### config.mk
export PLATFORM = sky130hd
export DESIGN_NAME = wdog_top
export DESIGN_NICKNAME = d
export VERILOG_FILES = /design/src/rtl/wdog_pkg.sv /design/src/rtl/wdog_tick_sel.sv /design/src/rtl/wdog_clear_ctl.sv /design/src/rtl/wdog_counter.sv /design/src/rtl/wdog_top.sv
export SDC_FILE = /design/constraint.sdc
export NUM_CORES = 1
export LEC_CHECK = 0
export ABC_AREA = 1
export BUFFER_PORTS_ARGS = -buffer_cell sky130_fd_sc_hd__buf_2
export CAP_MARGIN = 10
export CORE_MARGIN = 5
export CORE_UTILIZATION = 55
export CTS_CLUSTER_SIZE = 8
export DETAILED_ROUTE_END_ITERATION = 16
export GPL_TIMING_DRIVEN = 0
export PLACE_DENSITY = 0.79
export SYNTH_ARGS = -nofsm -noshare
export SYNTH_HDL_FRONTEND = slang
export SYNTH_HIERARCHICAL = 1
export SYNTH_SLANG_ARGS = --single-unit
### constraint.sdc
create_clock -name clk -period 5.45 [get_ports clk]
set_clock_uncertainty 0.2 [all_clocks]
set_input_delay 0.8175 -clock clk [delete_from_list [all_inputs] [get_ports clk]]
set_output_delay 0.8175 -clock clk [all_outputs]
set_load 0.05 [all_outputs]
### src/rtl/wdog_pkg.sv
// Shared types for the watchdog block.
// Assumes: encodings below are fixed by the port-level contract (cfg_src).
package wdog_pkg;

    // Tick source selection codes (cfg_src)
    typedef enum logic [1:0] {
        SRC_OSC  = 2'd0,
        SRC_SYS4 = 2'd1,
        SRC_RTC  = 2'd2,
        SRC_NONE = 2'd3
    } tick_src_e;

    // Paired-clear tracker states
    typedef enum logic [1:0] {
        PAIR_IDLE   = 2'd0,
        PAIR_HAVE_A = 2'd1,
        PAIR_HAVE_B = 2'd2
    } pair_st_e;

endpackage

### src/rtl/wdog_tick_sel.sv
// Picks the counted tick from three sources. The system-clock enable
// is divided by 2**DIV_W before use.
// Assumes: all tick inputs are single-cycle enables synchronous to clk.
module wdog_tick_sel
    import wdog_pkg::*;
#(
    parameter int DIV_W = 2
) (
    input  logic       clk,
    input  logic       rst_n,
    input  logic [1:0] src,
    input  logic       tick_osc,
    input  logic       tick_sys,
    input  logic       tick_rtc,
    output logic       tick
);

    logic [DIV_W-1:0] div_cnt;
    logic             sys_div_tick;

    // Divide the system-clock enable down by counting its pulses
    always_ff @(posedge clk) begin
        if (!rst_n)
            div_cnt <= '0;
        else if (tick_sys)
            div_cnt <= div_cnt + 1'b1;
    end

    assign sys_div_tick = tick_sys && (&div_cnt);

    // Route the selected source to the counter
    always_comb begin
        unique case (tick_src_e'(src))
            SRC_OSC:  tick = tick_osc;
            SRC_SYS4: tick = sys_div_tick;
            SRC_RTC:  tick = tick_rtc;
            default:  tick = 1'b0;
        endcase
    end


    sys_div_gap_chk: assert property (@(posedge clk) disable iff (!rst_n)
        sys_div_tick |=> (div_cnt == '0));

endmodule

### src/rtl/wdog_clear_ctl.sv
// Turns software clear strobes into one clear pulse. In single mode a
// single strobe clears; in paired mode the two kinds must alternate.
// Assumes: strobes are one-cycle pulses; mode is static after reset.
module wdog_clear_ctl
    import wdog_pkg::*;
(
    input  logic clk,
    input  logic rst_n,
    input  logic pair_mode,
    input  logic clr_single,
    input  logic clr_first,
    input  logic clr_second,
    output logic sw_clear
);

    pair_st_e st, st_nx;
    logic     pair_done;

    // Decide pair completion and the next tracker state
    always_comb begin
        st_nx     = st;
        pair_done = 1'b0;
        if (pair_mode) begin
            unique case (st)
                PAIR_IDLE: begin
                    if (clr_first && clr_second) pair_done = 1'b1;
                    else if (clr_first)          st_nx = PAIR_HAVE_A;
                    else if (clr_second)         st_nx = PAIR_HAVE_B;
                end
                PAIR_HAVE_A: if (clr_second) pair_done = 1'b1;
                PAIR_HAVE_B: if (clr_first)  pair_done = 1'b1;
                default:     st_nx = PAIR_IDLE;
            endcase
            if (pair_done) st_nx = PAIR_IDLE;
        end else begin
            st_nx = PAIR_IDLE;
        end
    end

    // Hold the tracker state
    always_ff @(posedge clk) begin
        if (!rst_n) st <= PAIR_IDLE;
        else        st <= st_nx;
    end

    assign sw_clear = pair_mode ? pair_done : clr_single;


    repeat_first_chk: assert property (@(posedge clk) disable iff (!rst_n)
        (pair_mode && st == PAIR_HAVE_A && clr_first && !clr_second)
            |=> (st == PAIR_HAVE_A));

    repeat_second_chk: assert property (@(posedge clk) disable iff (!rst_n)
        (pair_mode && st == PAIR_HAVE_B && clr_second && !clr_first)
            |=> (st == PAIR_HAVE_B));

    pair_idle_chk: assert property (@(posedge clk) disable iff (!rst_n)
        (pair_mode && sw_clear) |=> (st == PAIR_IDLE));

endmodule

### src/rtl/wdog_counter.sv
// Prescaler and watchdog count held as one up-counter. Raises ovf in
// the cycle whose tick wraps it from all ones.
// Assumes: clr has priority over tick; en is static.
module wdog_counter #(
    parameter int PRESC_W = 3,
    parameter int CNT_W   = 5
) (
    input  logic clk,
    input  logic rst_n,
    input  logic en,
    input  logic tick,
    input  logic clr,
    output logic ovf
);

    localparam int W = PRESC_W + CNT_W;

    logic [W-1:0] cnt;

    // Count ticks, clearing on reset, disable or clear request
    always_ff @(posedge clk) begin
        if (!rst_n || !en || clr)
            cnt <= '0;
        else if (tick)
            cnt <= cnt + 1'b1;
    end

    assign ovf = en && tick && !clr && (&cnt);


    clear_zero_chk: assert property (@(posedge clk) disable iff (!rst_n)
        clr |=> (cnt == '0));

    wrap_zero_chk: assert property (@(posedge clk) disable iff (!rst_n)
        ovf |=> (cnt == '0));

    disabled_hold_chk: assert property (@(posedge clk) disable iff (!rst_n)
        !en |=> (cnt == '0));

endmodule

### src/rtl/wdog_top.sv
// Watchdog top: tick select, clear control, counter and the
// registered request outputs with the sticky time-out flag.
// Assumes: configuration inputs are static while rst_n is high.
module wdog_top #(
    parameter int PRESC_W = 3,
    parameter int CNT_W   = 5,
    parameter int DIV_W   = 2
) (
    input  logic       clk,
    input  logic       rst_n,
    input  logic       cfg_enable,
    input  logic       cfg_pair_mode,
    input  logic [1:0] cfg_src,
    input  logic       tick_osc,
    input  logic       tick_sys,
    input  logic       tick_rtc,
    input  logic       clr_single,
    input  logic       clr_first,
    input  logic       clr_second,
    input  logic       halt_cmd,
    input  logic       power_down,
    input  logic       to_flag_clr,
    output logic       reset_req,
    output logic       wake_req,
    output logic       part_reset_req,
    output logic       to_flag
);

    logic tick_w, sw_clear_w, ovf_w;

    wdog_tick_sel #(.DIV_W(DIV_W)) u_tick (
        .clk      (clk),
        .rst_n    (rst_n),
        .src      (cfg_src),
        .tick_osc (tick_osc),
        .tick_sys (tick_sys),
        .tick_rtc (tick_rtc),
        .tick     (tick_w)
    );

    wdog_clear_ctl u_clr (
        .clk        (clk),
        .rst_n      (rst_n),
        .pair_mode  (cfg_pair_mode),
        .clr_single (clr_single),
        .clr_first  (clr_first),
        .clr_second (clr_second),
        .sw_clear   (sw_clear_w)
    );

    wdog_counter #(.PRESC_W(PRESC_W), .CNT_W(CNT_W)) u_cnt (
        .clk   (clk),
        .rst_n (rst_n),
        .en    (cfg_enable),
        .tick  (tick_w),
        .clr   (sw_clear_w || halt_cmd),
        .ovf   (ovf_w)
    );

    // Register the time-out outcome and keep the sticky flag
    always_ff @(posedge clk) begin
        if (!rst_n) begin
            reset_req      <= 1'b0;
            wake_req       <= 1'b0;
            part_reset_req <= 1'b0;
            to_flag        <= 1'b0;
        end else begin
            reset_req      <= ovf_w && !power_down;
            wake_req       <= ovf_w && power_down;
            part_reset_req <= ovf_w && power_down;
            if (ovf_w)            to_flag <= 1'b1;
            else if (to_flag_clr) to_flag <= 1'b0;
        end
    end


    reset_only_running_chk: assert property (@(posedge clk) disable iff (!rst_n)
        reset_req |-> $past(!power_down));

    wake_only_asleep_chk: assert property (@(posedge clk) disable iff (!rst_n)
        wake_req |-> $past(power_down));

    flag_set_chk: assert property (@(posedge clk) disable iff (!rst_n)
        ovf_w |=> to_flag);

    flag_clear_chk: assert property (@(posedge clk) disable iff (!rst_n)
        (to_flag_clr && !ovf_w) |=> !to_flag);

    disabled_quiet_chk: assert property (@(posedge clk) disable iff (!rst_n)
        !cfg_enable |=> (!reset_req && !wake_req));

endmodule

==> results.txt, run 1 <==
* Power density over the cells: 209 mW/mm²
* Fillers: 117
* Number of resized instances in the post-cts repair step: 0
- The netlist uses 18 different library cells.
* Arrival @ worst endpoint: 2.01 ns
- Flop pwr share: 56.8%
- The floorplan has 13 rows.
* Number of clock sinks: 15
- # diodes: 0
* Slowest cell on the critical path: sky130_fd_sc_hd__dfxtp_1
- Internal power: 0.150 mW
* First-pass GRT wire length: 2.82 mm
- Overall die width: 48.5 µm
- Summed over all failing endpoints, the final setup total negative slack is 0 ns.
- The count of buffers added on input and output ports is 18.
- Max layer used: met4
- Clock buffer count from CTS: 3
- At the worst endpoint, the required time is 5.47 ns.
* Highest attainable clock frequency: 502 MHz
- FF+latch count, synth: 15
* Met3 routed wirelength: 30 µm
* Final net count: 161
- CP endpoint kind: flop
- Final non-filler cell area: 951 µm²
* Instance count after placement with tap cells included: 150
- The final number of max-transition violations came to 0.
* Final Setup Violations: 0
- Number of global-route vias before repair: 715
- DRC errors left: 0
* CP startpoint kind: flop
* RSZ-0062 raised after global routing: no
* Net switching component of the power: 0.0487 mW
- DRT antenna net count: 0
- The analysis attributes to cell leakage a power of 0.463 nW.
- Syn_area_per_cell: 6.97 µm²
- In this run the worst path has a maximum fanout of 4.
* Wirelength, routed: 1.58 mm
* Bufs on Longest Clock Path: 2
- The worst path uses 36.5% of the clock period.
- Measured slew at the worst slew-check pin: 0.254 ns
* Post-DP HPWL: 1.24 mm
- During synthesis, Yosys emitted a total of 6 warnings.
- The share of the Yosys chip area taken by registers is 36.8%.
- Clock slew seen by the registers of the worst setup and hold paths: 0.09 ns
* TritonCTS clock tree: done
- H-tree level count: 1
- The clock network accounts for 31.6% of the total power.
* GRT Total Usage: 14.6%
- Max-cap violations in this run came to 0.
- Drt first-iter violations: 11
- Endpoints failing hold: 0
- Switching share of power: 24.6%
* Share of cells above drive strength 1: 20.9%
- Post-CTS timing repair inserted 0 buffers for setup.
- For this run, the detailed router's first-pass iteration total came to 4.
- The initial antenna violation count was 0.
- Area of placed instances: 925 µm²
- Crit-path max cell delay: 0.39 ns
- Number of non-filler instances in the completed layout: 154
- The worst-case IR drop observed on VDD is 0.149 mV.
- The worst setup path is of the reg2reg kind.
- Entering global routing, the biggest net connects 9 pins.
* CTS root buffer: sky130_fd_sc_hd__clkbuf_4
- The congestion estimate from routability-driven global placement came to 0.802.
- The area growth from synthesis to layout is 16.6%.
* Synth Cell Area: 816 µm²
- Across all layers, the routed design uses 744 vias.
* Total power of the final layout: 0.198 mW
- Mean routed wirelength per cell: 10.2 µm
- Combinational share of power: 11.6%
* Outcome: finished, final reports clean
- Height of the die: 48.5 µm
- Number of instances in the synthesized netlist: 117
- In the detailed route, the total length drawn on met2 is 809 µm.
- Detailed-routing wirelength on met1: 724 µm
* Path type of the worst min-delay path: reg2reg
- In this run the register-to-register setup slack is 3.46 ns.
- Crit-path cells: inv_1, ha_1, nand3_2, nand3_1, nand2_1, a21oi_1, or2_1, nand3b_1, nor2_1, nand2_1, nor2_1
- Once layout is complete, the utilization of the core stands at 70.4%.
- The smallest clock period supported by the final layout is computed as 1.99 ns.
- Synthesized Nets: 138
- Count of hold-fix buffers inserted at cts: 0
* Number of top-level pins: 19
- Using the TritonRoute via totals, the vias-per-cell ratio works out to 4.83.
- Overall overflow remaining after global route: 0
- Area of the die: 0.00235 mm²
* Core area: 0.00135 mm²
- Clk Latency, worst-skew pair: 0.28 ns
- Measured against its own limit, the worst slew margin works out to 83.2%.
- Starting density of the core: 60.4%
==> power by group through the flow <==
stage | combinational (mW) | sequential [mW] | clock [mW]
6_report | 0.0231 | 0.113 | 0.0627
4_1_cts | 0.0232 | 0.113 | 0.0644
3_5_place_dp | 0.0230 | 0.115 | 0
2_1_floorplan | 0.0140 | 0.115 | 0
5_1_grt | 0.0268 | 0.113 | 0.0714
3_3_place_gp | 0.0220 | 0.115 | 0
==> cells by family after synthesis <==
kind of cell / share of synthesized area, %
and+or+nand+nor: 37.0
buffers and inverters: 9.66
DFF: 36.8
AOI/OAI and AO/OA: 7.36
adders and majority gates: 9.20
==> cell type report <==
type | instances | area, µm² | area share [%]
Multi-Input combinational cell | 82 | 437 | 45.9
Sequential cell | 15 | 300 | 31.6
Timing Repair Buffer | 18 | 90.1 | 9.47
Inverter | 19 | 71.3 | 7.50
Clock buffer | 4 | 26.3 | 2.76
Tap cell | 15 | 18.8 | 1.97
Buffer | 1 | 7.51 | 0.789
==> synth_stat cells <==
| cell type | n | area, µm² |
|---|---|---|
| sky130_fd_sc_hd__a21oi_1 | 7 | 35.0 |
| sky130_fd_sc_hd__buf_4 | 1 | 7.51 |
| sky130_fd_sc_hd__dfxtp_1 | 15 | 300 |
| sky130_fd_sc_hd__ha_1 | 6 | 75.1 |
| sky130_fd_sc_hd__inv_1 | 19 | 71.3 |
| sky130_fd_sc_hd__nand2_1 | 26 | 97.6 |
| sky130_fd_sc_hd__nand2_2 | 1 | 6.26 |
| sky130_fd_sc_hd__nand3_1 | 6 | 30.0 |
| sky130_fd_sc_hd__nand3_2 | 3 | 30.0 |
| sky130_fd_sc_hd__nand3b_1 | 1 | 7.51 |
| sky130_fd_sc_hd__nand4_1 | 3 | 18.8 |
| sky130_fd_sc_hd__nor2_1 | 19 | 71.3 |
| sky130_fd_sc_hd__nor2_2 | 1 | 6.26 |
| sky130_fd_sc_hd__nor2_4 | 2 | 22.5 |
| sky130_fd_sc_hd__nor3_1 | 1 | 5.00 |
| sky130_fd_sc_hd__o21ai_0 | 3 | 15.0 |
| sky130_fd_sc_hd__o21ai_1 | 2 | 10.0 |
| sky130_fd_sc_hd__or2_1 | 1 | 6.26 |
==> placed cells by master, fill, tap and decap left out <==
| cell type | count |
|---|---|
| sky130_fd_sc_hd__nand2_1 | 26 |
| sky130_fd_sc_hd__nor2_1 | 19 |
| sky130_fd_sc_hd__inv_1 | 19 |
| sky130_fd_sc_hd__buf_2 | 18 |
| sky130_fd_sc_hd__dfxtp_1 | 15 |
| sky130_fd_sc_hd__a21oi_1 | 7 |
| sky130_fd_sc_hd__nand3_1 | 6 |
| sky130_fd_sc_hd__ha_1 | 6 |
| sky130_fd_sc_hd__clkbuf_4 | 3 |
| sky130_fd_sc_hd__nand3_2 | 3 |
| sky130_fd_sc_hd__nand4_1 | 3 |
| sky130_fd_sc_hd__o21ai_0 | 3 |
| sky130_fd_sc_hd__nor2_4 | 2 |
| sky130_fd_sc_hd__o21ai_1 | 2 |
| sky130_fd_sc_hd__or2_1 | 1 |
| sky130_fd_sc_hd__buf_4 | 1 |
| sky130_fd_sc_hd__clkbuf_1 | 1 |
| sky130_fd_sc_hd__nand3b_1 | 1 |
| sky130_fd_sc_hd__nand2_2 | 1 |
| sky130_fd_sc_hd__nor3_1 | 1 |
| sky130_fd_sc_hd__nor2_2 | 1 |
==> critical path, delay by kind of cell, from the launching register on <==
kind                     cells  cell delay [ns]
AO/OA/AOI/OAI                1             0.06
flip-flops                   1             0.39
adder cells (fa/ha/maj)      1             0.24
buffers and inverters        1             0.08
AND/OR/NAND/NOR              8             0.97
==> per-layer routing <==
metal  GRT usage [%]  vias to the layer above
met5               0                        -
met4            8.07                        0
met3            3.06                        2
met2            24.8                        8
met1            16.7                      325
li1                -                      409
==> per-stage QoR <==
stage / setup slack [ns] / hold WS (ns)
2_1_floorplan: 3.49 / 0.241
3_3_place_gp: 3.28 / 0.251
3_5_place_dp: 3.23 / 0.259
4_1_cts: 3.46 / 0.271
5_1_grt: 3.25 / 0.303
6_report: 3.46 / 0.270
==> flip-flops by register name, indices dropped and copies added (netlist names) <==
signal	count
part_reset_req	1
u_clr/st	2
reset_req	1
to_flag	1
u_cnt/cnt	8
u_tick/div_cnt	2
==> final timing paths <==
check,start,to,cells after the start
worst max-delay path,u_clr/st[0]$_SDFFE_PP0P_,reset_req$_SDFF_PN0_,11
worst min-delay path,to_flag$_SDFFE_PN0P_,to_flag$_SDFFE_PN0P_,2
worst max register to register,u_clr/st[0]$_SDFFE_PP0P_,reset_req$_SDFF_PN0_,11
worst min register to register,to_flag$_SDFFE_PN0P_,to_flag$_SDFFE_PN0P_,2
No activity file was read; power rests on OpenSTA's default activity.
==> run 2, diff against run 1 <==
--- a/config.mk
+++ b/config.mk
@@ -9,11 +9,11 @@
 export BUFFER_PORTS_ARGS = -buffer_cell sky130_fd_sc_hd__buf_2
 export CAP_MARGIN = 10
 export CORE_MARGIN = 5
-export CORE_UTILIZATION = 55
+export CORE_UTILIZATION = 51
 export CTS_CLUSTER_SIZE = 8
 export DETAILED_ROUTE_END_ITERATION = 16
 export GPL_TIMING_DRIVEN = 0
-export PLACE_DENSITY = 0.79
+export PLACE_DENSITY = 0.74
 export SYNTH_ARGS = -nofsm -noshare
 export SYNTH_HDL_FRONTEND = slang
 export SYNTH_HIERARCHICAL = 1
==> constraint.sdc (replaced) <==
create_clock -name clk -period 2.1 [get_ports clk]
set_clock_uncertainty 0.2 [all_clocks]
set_input_delay 0.315 -clock clk [delete_from_list [all_inputs] [get_ports clk]]
set_output_delay 0.315 -clock clk [all_outputs]
set_load 0.05 [all_outputs]
==> results.txt, run 2 (same netlist as run 1, synthesis figures left out) <==
- Cell Rows: 14
- At the worst endpoint, the required time is 2.13 ns.
- Max-cap violation count: 0
- For the pin with the worst max-slew slack, the measured transition is 0.255 ns.
- Commonest cells after routing, fill and taps aside: sky130_fd_sc_hd__nand2_1, sky130_fd_sc_hd__nor2_1, sky130_fd_sc_hd__inv_1, sky130_fd_sc_hd__buf_2, sky130_fd_sc_hd__dfxtp_1
- Number of global-route vias before repair: 726
- In this run the deepest clock path goes through 2 buffers.
* CP endpoint kind: flop
* Core area: 0.00151 mm²
- The register with the most flip-flops in the layout has 8 of them.
- Relative to the synthesized area, the layout overhead comes to 18.6%.
* First-pass GRT wire length: 2.82 mm
- Drt first-iter violations: 10
* Post-DP HPWL: 1.24 mm
* Clk Latency, worst-skew pair: 0.28 ns
* Power density over the cells: 540 mW/mm²
- Overall overflow remaining after global route: 0
- TritonCTS clock tree: done
- The final layout contains routed wiring with a total length of 1.57 mm.
- Cells with a size suffix above 1 make up 22.9% of the layout.
- Type of the setup path with the least slack: reg2reg
* Max-slew headroom: 83.1%
- After clock tree synthesis, the clock-pin slew on the worst setup and hold paths is 0.09 ns.
* Total leakage power: 0.468 nW
* Number of buffers added on ports: 18
- Clock buffer count from CTS: 3
- Largest registers: u_cnt/cnt (8), u_clr/st (2), u_tick/div_cnt (2)
* Endpoints failing hold: 0
- Final net count: 162
- The initial antenna violation count is 0.
- Outcome: finished, final reports clean
- Setup violations remaining at the end of the flow were counted as 0.
- For this run, the top clock speed supported by timing is 531 MHz.
* Pin count of the biggest net entering global routing: 9
- Final critical path time including I/O delays and setup: 1.88 ns
* # diodes: 0
- The final number of max-transition violations was 0.
- The die covers 0.00250 mm².
- At the end of the flow the core is filled with cells to 64.2%.
* Number of top-level pins: 19
- Setup repair after global routing left no endpoint under its margin.
- Biggest register: u_cnt/cnt
- DRT antenna net count: 0
* Worst Path Max Fanout: 4
* Arrival @ worst endpoint: 1.91 ns
- The clock drives 15 sinks.
- At the end of routability-driven placement, the weighted congestion stood at 0.715.
* Final critical-path share of the clock period: 89.7%
* Worst hold path depth: 4
- The number of cells on the worst reg-to-reg path is 11.
- In this run the number of H-tree levels came out at 1.
- The min-delay analysis places its worst path in the category in2reg.
- GRT Total Usage: 14.3%
- The pre-antenna-repair detailed-routing pass consisted of 4 iterations.
* DRC errors left: 0
- CTS root buffer: sky130_fd_sc_hd__clkbuf_4
- Starting density of the core: 54.2%
* Most common library cell in the layout ignoring fill and taps: sky130_fd_sc_hd__nand2_1
* Maximum VDD drop: 0.379 mV
- Measured along the x axis, the die boundary spans 50.0 µm.
- Mean routed wirelength per cell: 10.1 µm
* Total Negative Setup Slacks: 0 ns
- Detailed routing inserted a total of 779 vias.
- In the routed layout, each cell is associated on average with a via count of 4.99.
* CP startpoint kind: flop
* Height of the die: 50.0 µm
## run 2: changes by cell type in the layout (fill, tap and decap cells not counted)
cell                            change
sky130_fd_sc_hd__dfxtp_1            -2
sky130_fd_sc_hd__dfxtp_2            +2
sky130_fd_sc_hd__dlygate4sd3_1      +1
sky130_fd_sc_hd__ha_1               -1
sky130_fd_sc_hd__ha_2               +1
## run 2: metrics by stage
stage / worst slack (ns) / hold slack (ns) / instances / power (mW) / cell area [µm²]
detailed placement: 0.117 / 0.254 / 151 / 0.359 / 926
CTS: 0.0957 / 0.0531 / 156 / 0.528 / 962
global route: 0.0339 / 0.0789 / 156 / 0.552 / 967
global placement: 0.174 / 0.255 / 151 / 0.356 / 926
floorplan: 0.301 / 0.187 / 117 / 0.335 / 816
finish: 0.216 / 0.0581 / 156 / 0.522 / 967
## run 2: layout make-up
type | count | area, µm²
plain buffers | 1 | 7.51
clock buffers | 4 | 26.3
fillers | 142 | 539
inverters | 19 | 71.3
multi-input cells | 82 | 439
flip-flops and latches | 15 | 303
well taps | 16 | 20.0
repair buffers | 19 | 100
## run 2: worst paths after layout
| path | slack [ns] | startpoint | endpoint |
|---|---|---|---|
| worst max-delay path | 0.22 | u_clr/st[0]$_SDFFE_PP0P_ | reset_req$_SDFF_PN0_ |
| worst min-delay path | 0.06 | to_flag_clr | to_flag$_SDFFE_PN0P_ |
| worst max register to register | 0.22 | u_clr/st[0]$_SDFFE_PP0P_ | reset_req$_SDFF_PN0_ |
| worst min register to register | 0.26 | to_flag$_SDFFE_PN0P_ | to_flag$_SDFFE_PN0P_ |
## run 2: per-layer routing
| metal | global-route usage (%) | wire (µm) | vias to the layer above | part of all wire, % |
|---|---|---|---|---|
| met1 | 14.6 | 639 | 350 | 41 |
| met4 | 3.93 | 19 | 0 | 1.2 |
| li1 | - | - | 409 | - |
| met2 | 26.2 | 815 | 16 | 52 |
| met3 | 5.72 | 100 | 4 | 6.4 |
| met5 | 0 | 0 | - | 0 |
## run 2: report_power, final
group	internal, mW	total [mW]	switching, mW
registers	0.289	0.293	0.00354
clock network	0.0739	0.168	0.0939
logic	0.0274	0.0615	0.0341
total	0.390	0.522	0.132
## run 2: critical path, cell delays in order, from the launching register on
cell and delay [ns]:
sky130_fd_sc_hd__dfxtp_2 0.36, sky130_fd_sc_hd__inv_1 0.07, sky130_fd_sc_hd__ha_2 0.21, sky130_fd_sc_hd__nand3_2 0.08, sky130_fd_sc_hd__nand3_1 0.07, sky130_fd_sc_hd__nand2_1 0.07
sky130_fd_sc_hd__a21oi_1 0.06, sky130_fd_sc_hd__or2_1 0.25, sky130_fd_sc_hd__nand3b_1 0.17, sky130_fd_sc_hd__nor2_1 0.10, sky130_fd_sc_hd__nand2_1 0.09, sky130_fd_sc_hd__nor2_1 0.10
## run 2: repair_timing
item                       CTS  global route
setup buffers                0             0
hold endpoints to repair     1             0
setup endpoints to repair    0             8
hold buffers                 1             0
resized for setup            0             3
==> run 3, diff against run 2 <==
--- a/config.mk
+++ b/config.mk
@@ -7,13 +7,13 @@
 export LEC_CHECK = 0
 export ABC_AREA = 1
 export BUFFER_PORTS_ARGS = -buffer_cell sky130_fd_sc_hd__buf_2
-export CAP_MARGIN = 10
+export CAP_MARGIN = 20
 export CORE_MARGIN = 5
-export CORE_UTILIZATION = 51
+export CORE_UTILIZATION = 40
 export CTS_CLUSTER_SIZE = 8
 export DETAILED_ROUTE_END_ITERATION = 16
 export GPL_TIMING_DRIVEN = 0
-export PLACE_DENSITY = 0.74
+export PLACE_DENSITY = 0.6
 export SYNTH_ARGS = -nofsm -noshare
 export SYNTH_HDL_FRONTEND = slang
 export SYNTH_HIERARCHICAL = 1
==> results.txt, run 3 (same netlist as run 1, synthesis figures left out) <==
- Outcome: finished, final reports clean
* Setup bufs post-CTS: 0
- The clock network is responsible for 31.5% of the overall power.
- Gp weighted congestion: 0.713
- The floorplan step set the die height to 55.2 µm.
- Biggest register: u_cnt/cnt
- The repair_antennas step left the layout with diodes totalling 0.
- Arrival @ worst endpoint: 1.90 ns
- After detailed routing, the number of vias per cell comes to 4.62.
- Global routing used 12.5% of the available tracks across all layers.
* Final Max Tran Viols: 0
* Reg2Reg Launch Point: u_clr/st[0]$_SDFFE_PP0P_
- In this run the clock root is driven by a sky130_fd_sc_hd__clkbuf_4.
* Maximum VDD drop: 0.243 mV
* Final net count: 162
* Path type of the worst min-delay path: in2reg
* Post-DP HPWL: 1.27 mm
- Once layout is complete, the utilization of the core stands at 50.0%.
- Max-cap violation count: 0
- Grouping stages by cell kind, the critical path spends the most delay in simple AND/OR/NAND/NOR gates.
- Drt first-iter violations: 7
* Overall die width: 55.2 µm
* Initial antenna violation count: 0
* Type of the setup path with the least slack: reg2reg
* TritonCTS clock tree: done
* Power density over the cells: 527 mW/mm²
- The number of placed instances, taps included, is 162.
- The first detailed-routing pass ran for 4 iterations.
* Crit-path cells: inv_1, ha_2, nand3_2, nand3_1, nand2_1, a21oi_1, or2_1, nand3b_1, nor2_1, nand2_1, nor2_1
* Starting density of the core: 41.6%
- Once placement finished, the instance area stood at 940 µm².
- Commonest cells after routing, fill and taps aside: sky130_fd_sc_hd__nand2_1, sky130_fd_sc_hd__nor2_1, sky130_fd_sc_hd__inv_1, sky130_fd_sc_hd__buf_2, sky130_fd_sc_hd__dfxtp_1
- Worst hold path depth: 4
- After global routing the overflow that remains totals 0.
* Endpoint of the worst hold-timing path: to_flag$_SDFFE_PN0P_
* RSZ-0062 raised after global routing: no
- Switching share of power: 24.5%
- Setup violations remaining at the end of the flow were counted as 0.
- Summed over all nets, the switching power comes to 0.127 mW.
* Worst r2r path cells: 11
- Number of non-filler instances in the completed layout: 167
- Core area: 0.00196 mm²
* End of the worst register-to-register path: part_reset_req$_SDFF_PN0_
* Number of buffers added on ports: 18
- Worst endpoint required time: 2.12 ns
* CP endpoint kind: flop
- Cell Rows: 16
* Final non-filler cell area: 981 µm²
- The detailed router placed 771 vias in this run.
- Of all nets on the critical path, the largest fanout is 4.
- Slowest cell on the critical path: sky130_fd_sc_hd__dfxtp_2
* Max-slew headroom: 83.5%
* Worst hold slack after final layout: 0.0700 ns
- 19 I/O pins were placed.
* DRT antenna net count: 0
* Largest registers: u_cnt/cnt (8), u_clr/st (2), u_tick/div_cnt (2)
* Number of global-route vias before repair: 722
- Total Negative Setup Slacks: 0 ns
- Per report_power, the sequential group accounts for 56.6% of the total.
- Area of the die: 0.00304 mm²
- Final critical-path share of the clock period: 89.5%
- Measured slew at the worst slew-check pin: 0.249 ns
* Wirelength, routed: 1.59 mm
- Clock slew seen by the registers of the worst setup and hold paths: 0.09 ns
- Counting every sink on the clock net gives 15.
- Setup WS pre-CTS: 0.121 ns
- Share of cells above drive strength 1: 22.9%
* Area growth from synthesis to layout: 20.2%
- Worst Setup Slack, final: 0.220 ns
- Mean routed wirelength per cell: 9.49 µm
* Internal power: 0.390 mW
- Bufs on Longest Clock Path: 2
- Entering global routing, the biggest net connects 9 pins.
- The number of buffers and inverters on the critical path is 1.
* Final critical path time including I/O delays and setup: 1.88 ns
* Beginning of the worst hold path: to_flag_clr
- Reg-to-reg slack, setup: 0.22 ns
- The register with the most flip-flops in the layout has 8 of them.
- Timing would allow up to 532 MHz.
- Total power of the final layout: 0.517 mW
- Leaving out fill and tap cells, the most frequent cell in the layout is sky130_fd_sc_hd__nand2_1.
* First-pass GRT wire length: 2.68 mm
- DRC errors left: 0
* Clk Latency, worst-skew pair: 0.28 ns
- Combinational share of power: 11.9%
- CP startpoint kind: flop
- The final hold violation count is 0.
- Crit-path max cell delay: 0.37 ns
- CTS built an H-tree with a depth of 1.
* Clock buffer count from CTS: 3
- Summed over all cells, the static leakage comes to 0.468 nW.
run 3: cell counts in the layout (fill, tap and decap cells not counted):
No cell type changed its count.
run 3: final cells by class:
cell class                 count  area, µm²
clock buffer                   4       26.3
timing repair buffer          19        100
fill                         226        981
buffer                         1       7.51
multi-input combinational     82        439
inverter                      19       71.3
tap                           27       33.8
sequential                    15        303
run 3: how the worst max path moves through the flow:
stage,start,end,slack [ns],cells after the start
finish,u_clr/st[0]$_SDFFE_PP0P_,part_reset_req$_SDFF_PN0_,0.22,11
CTS,u_clr/st[0]$_SDFFE_PP0P_,part_reset_req$_SDFF_PN0_,0.09,11
detailed placement,u_clr/st[0]$_SDFFE_PP0P_,u_cnt/cnt[0]$_SDFFE_PP0P_,0.12,10
global route,u_clr/st[0]$_SDFFE_PP0P_,part_reset_req$_SDFF_PN0_,0.06,11
floorplan,u_clr/st[0]$_SDFFE_PP0P_,part_reset_req$_SDFF_PN0_,0.30,11
global placement,u_clr/st[0]$_SDFFE_PP0P_,reset_req$_SDFF_PN0_,0.16,11
run 3: repair_timing:
item                                    CTS  global route
hold endpoints to repair                  1             0
endpoints found under the setup margin    0             6
resized for setup                         0             3
hold buffers                              1             0
run 3: power by group through the flow:
| stage | Sequential [mW] | Clock (mW) | Combinational, mW |
|---|---|---|---|
| after floorplan | 0.298 | 0 | 0.0364 |
| after global placement | 0.299 | 0 | 0.0579 |
| after detailed placement | 0.299 | 0 | 0.0604 |
| after CTS | 0.292 | 0.173 | 0.0622 |
| after global routing | 0.293 | 0.182 | 0.0709 |
| final | 0.293 | 0.163 | 0.0617 |
run 3: per-layer routing:
metal / share of wire, % / vias to the layer above / global-route usage, %
li1: - / 414 / -
met4: 1.1 / 0 / 7.29
met3: 4.0 / 2 / 3.22
met1: 45 / 343 / 13.0
met5: 0 / - / 0
met2: 50 / 12 / 22.4
run 3: tightest hold or removal path, stage by stage:
cell	delay, ns
sky130_fd_sc_hd__buf_2	0.07
sky130_fd_sc_hd__inv_1	0.03
sky130_fd_sc_hd__nand3_1	0.05
sky130_fd_sc_hd__nand2_1	0.04
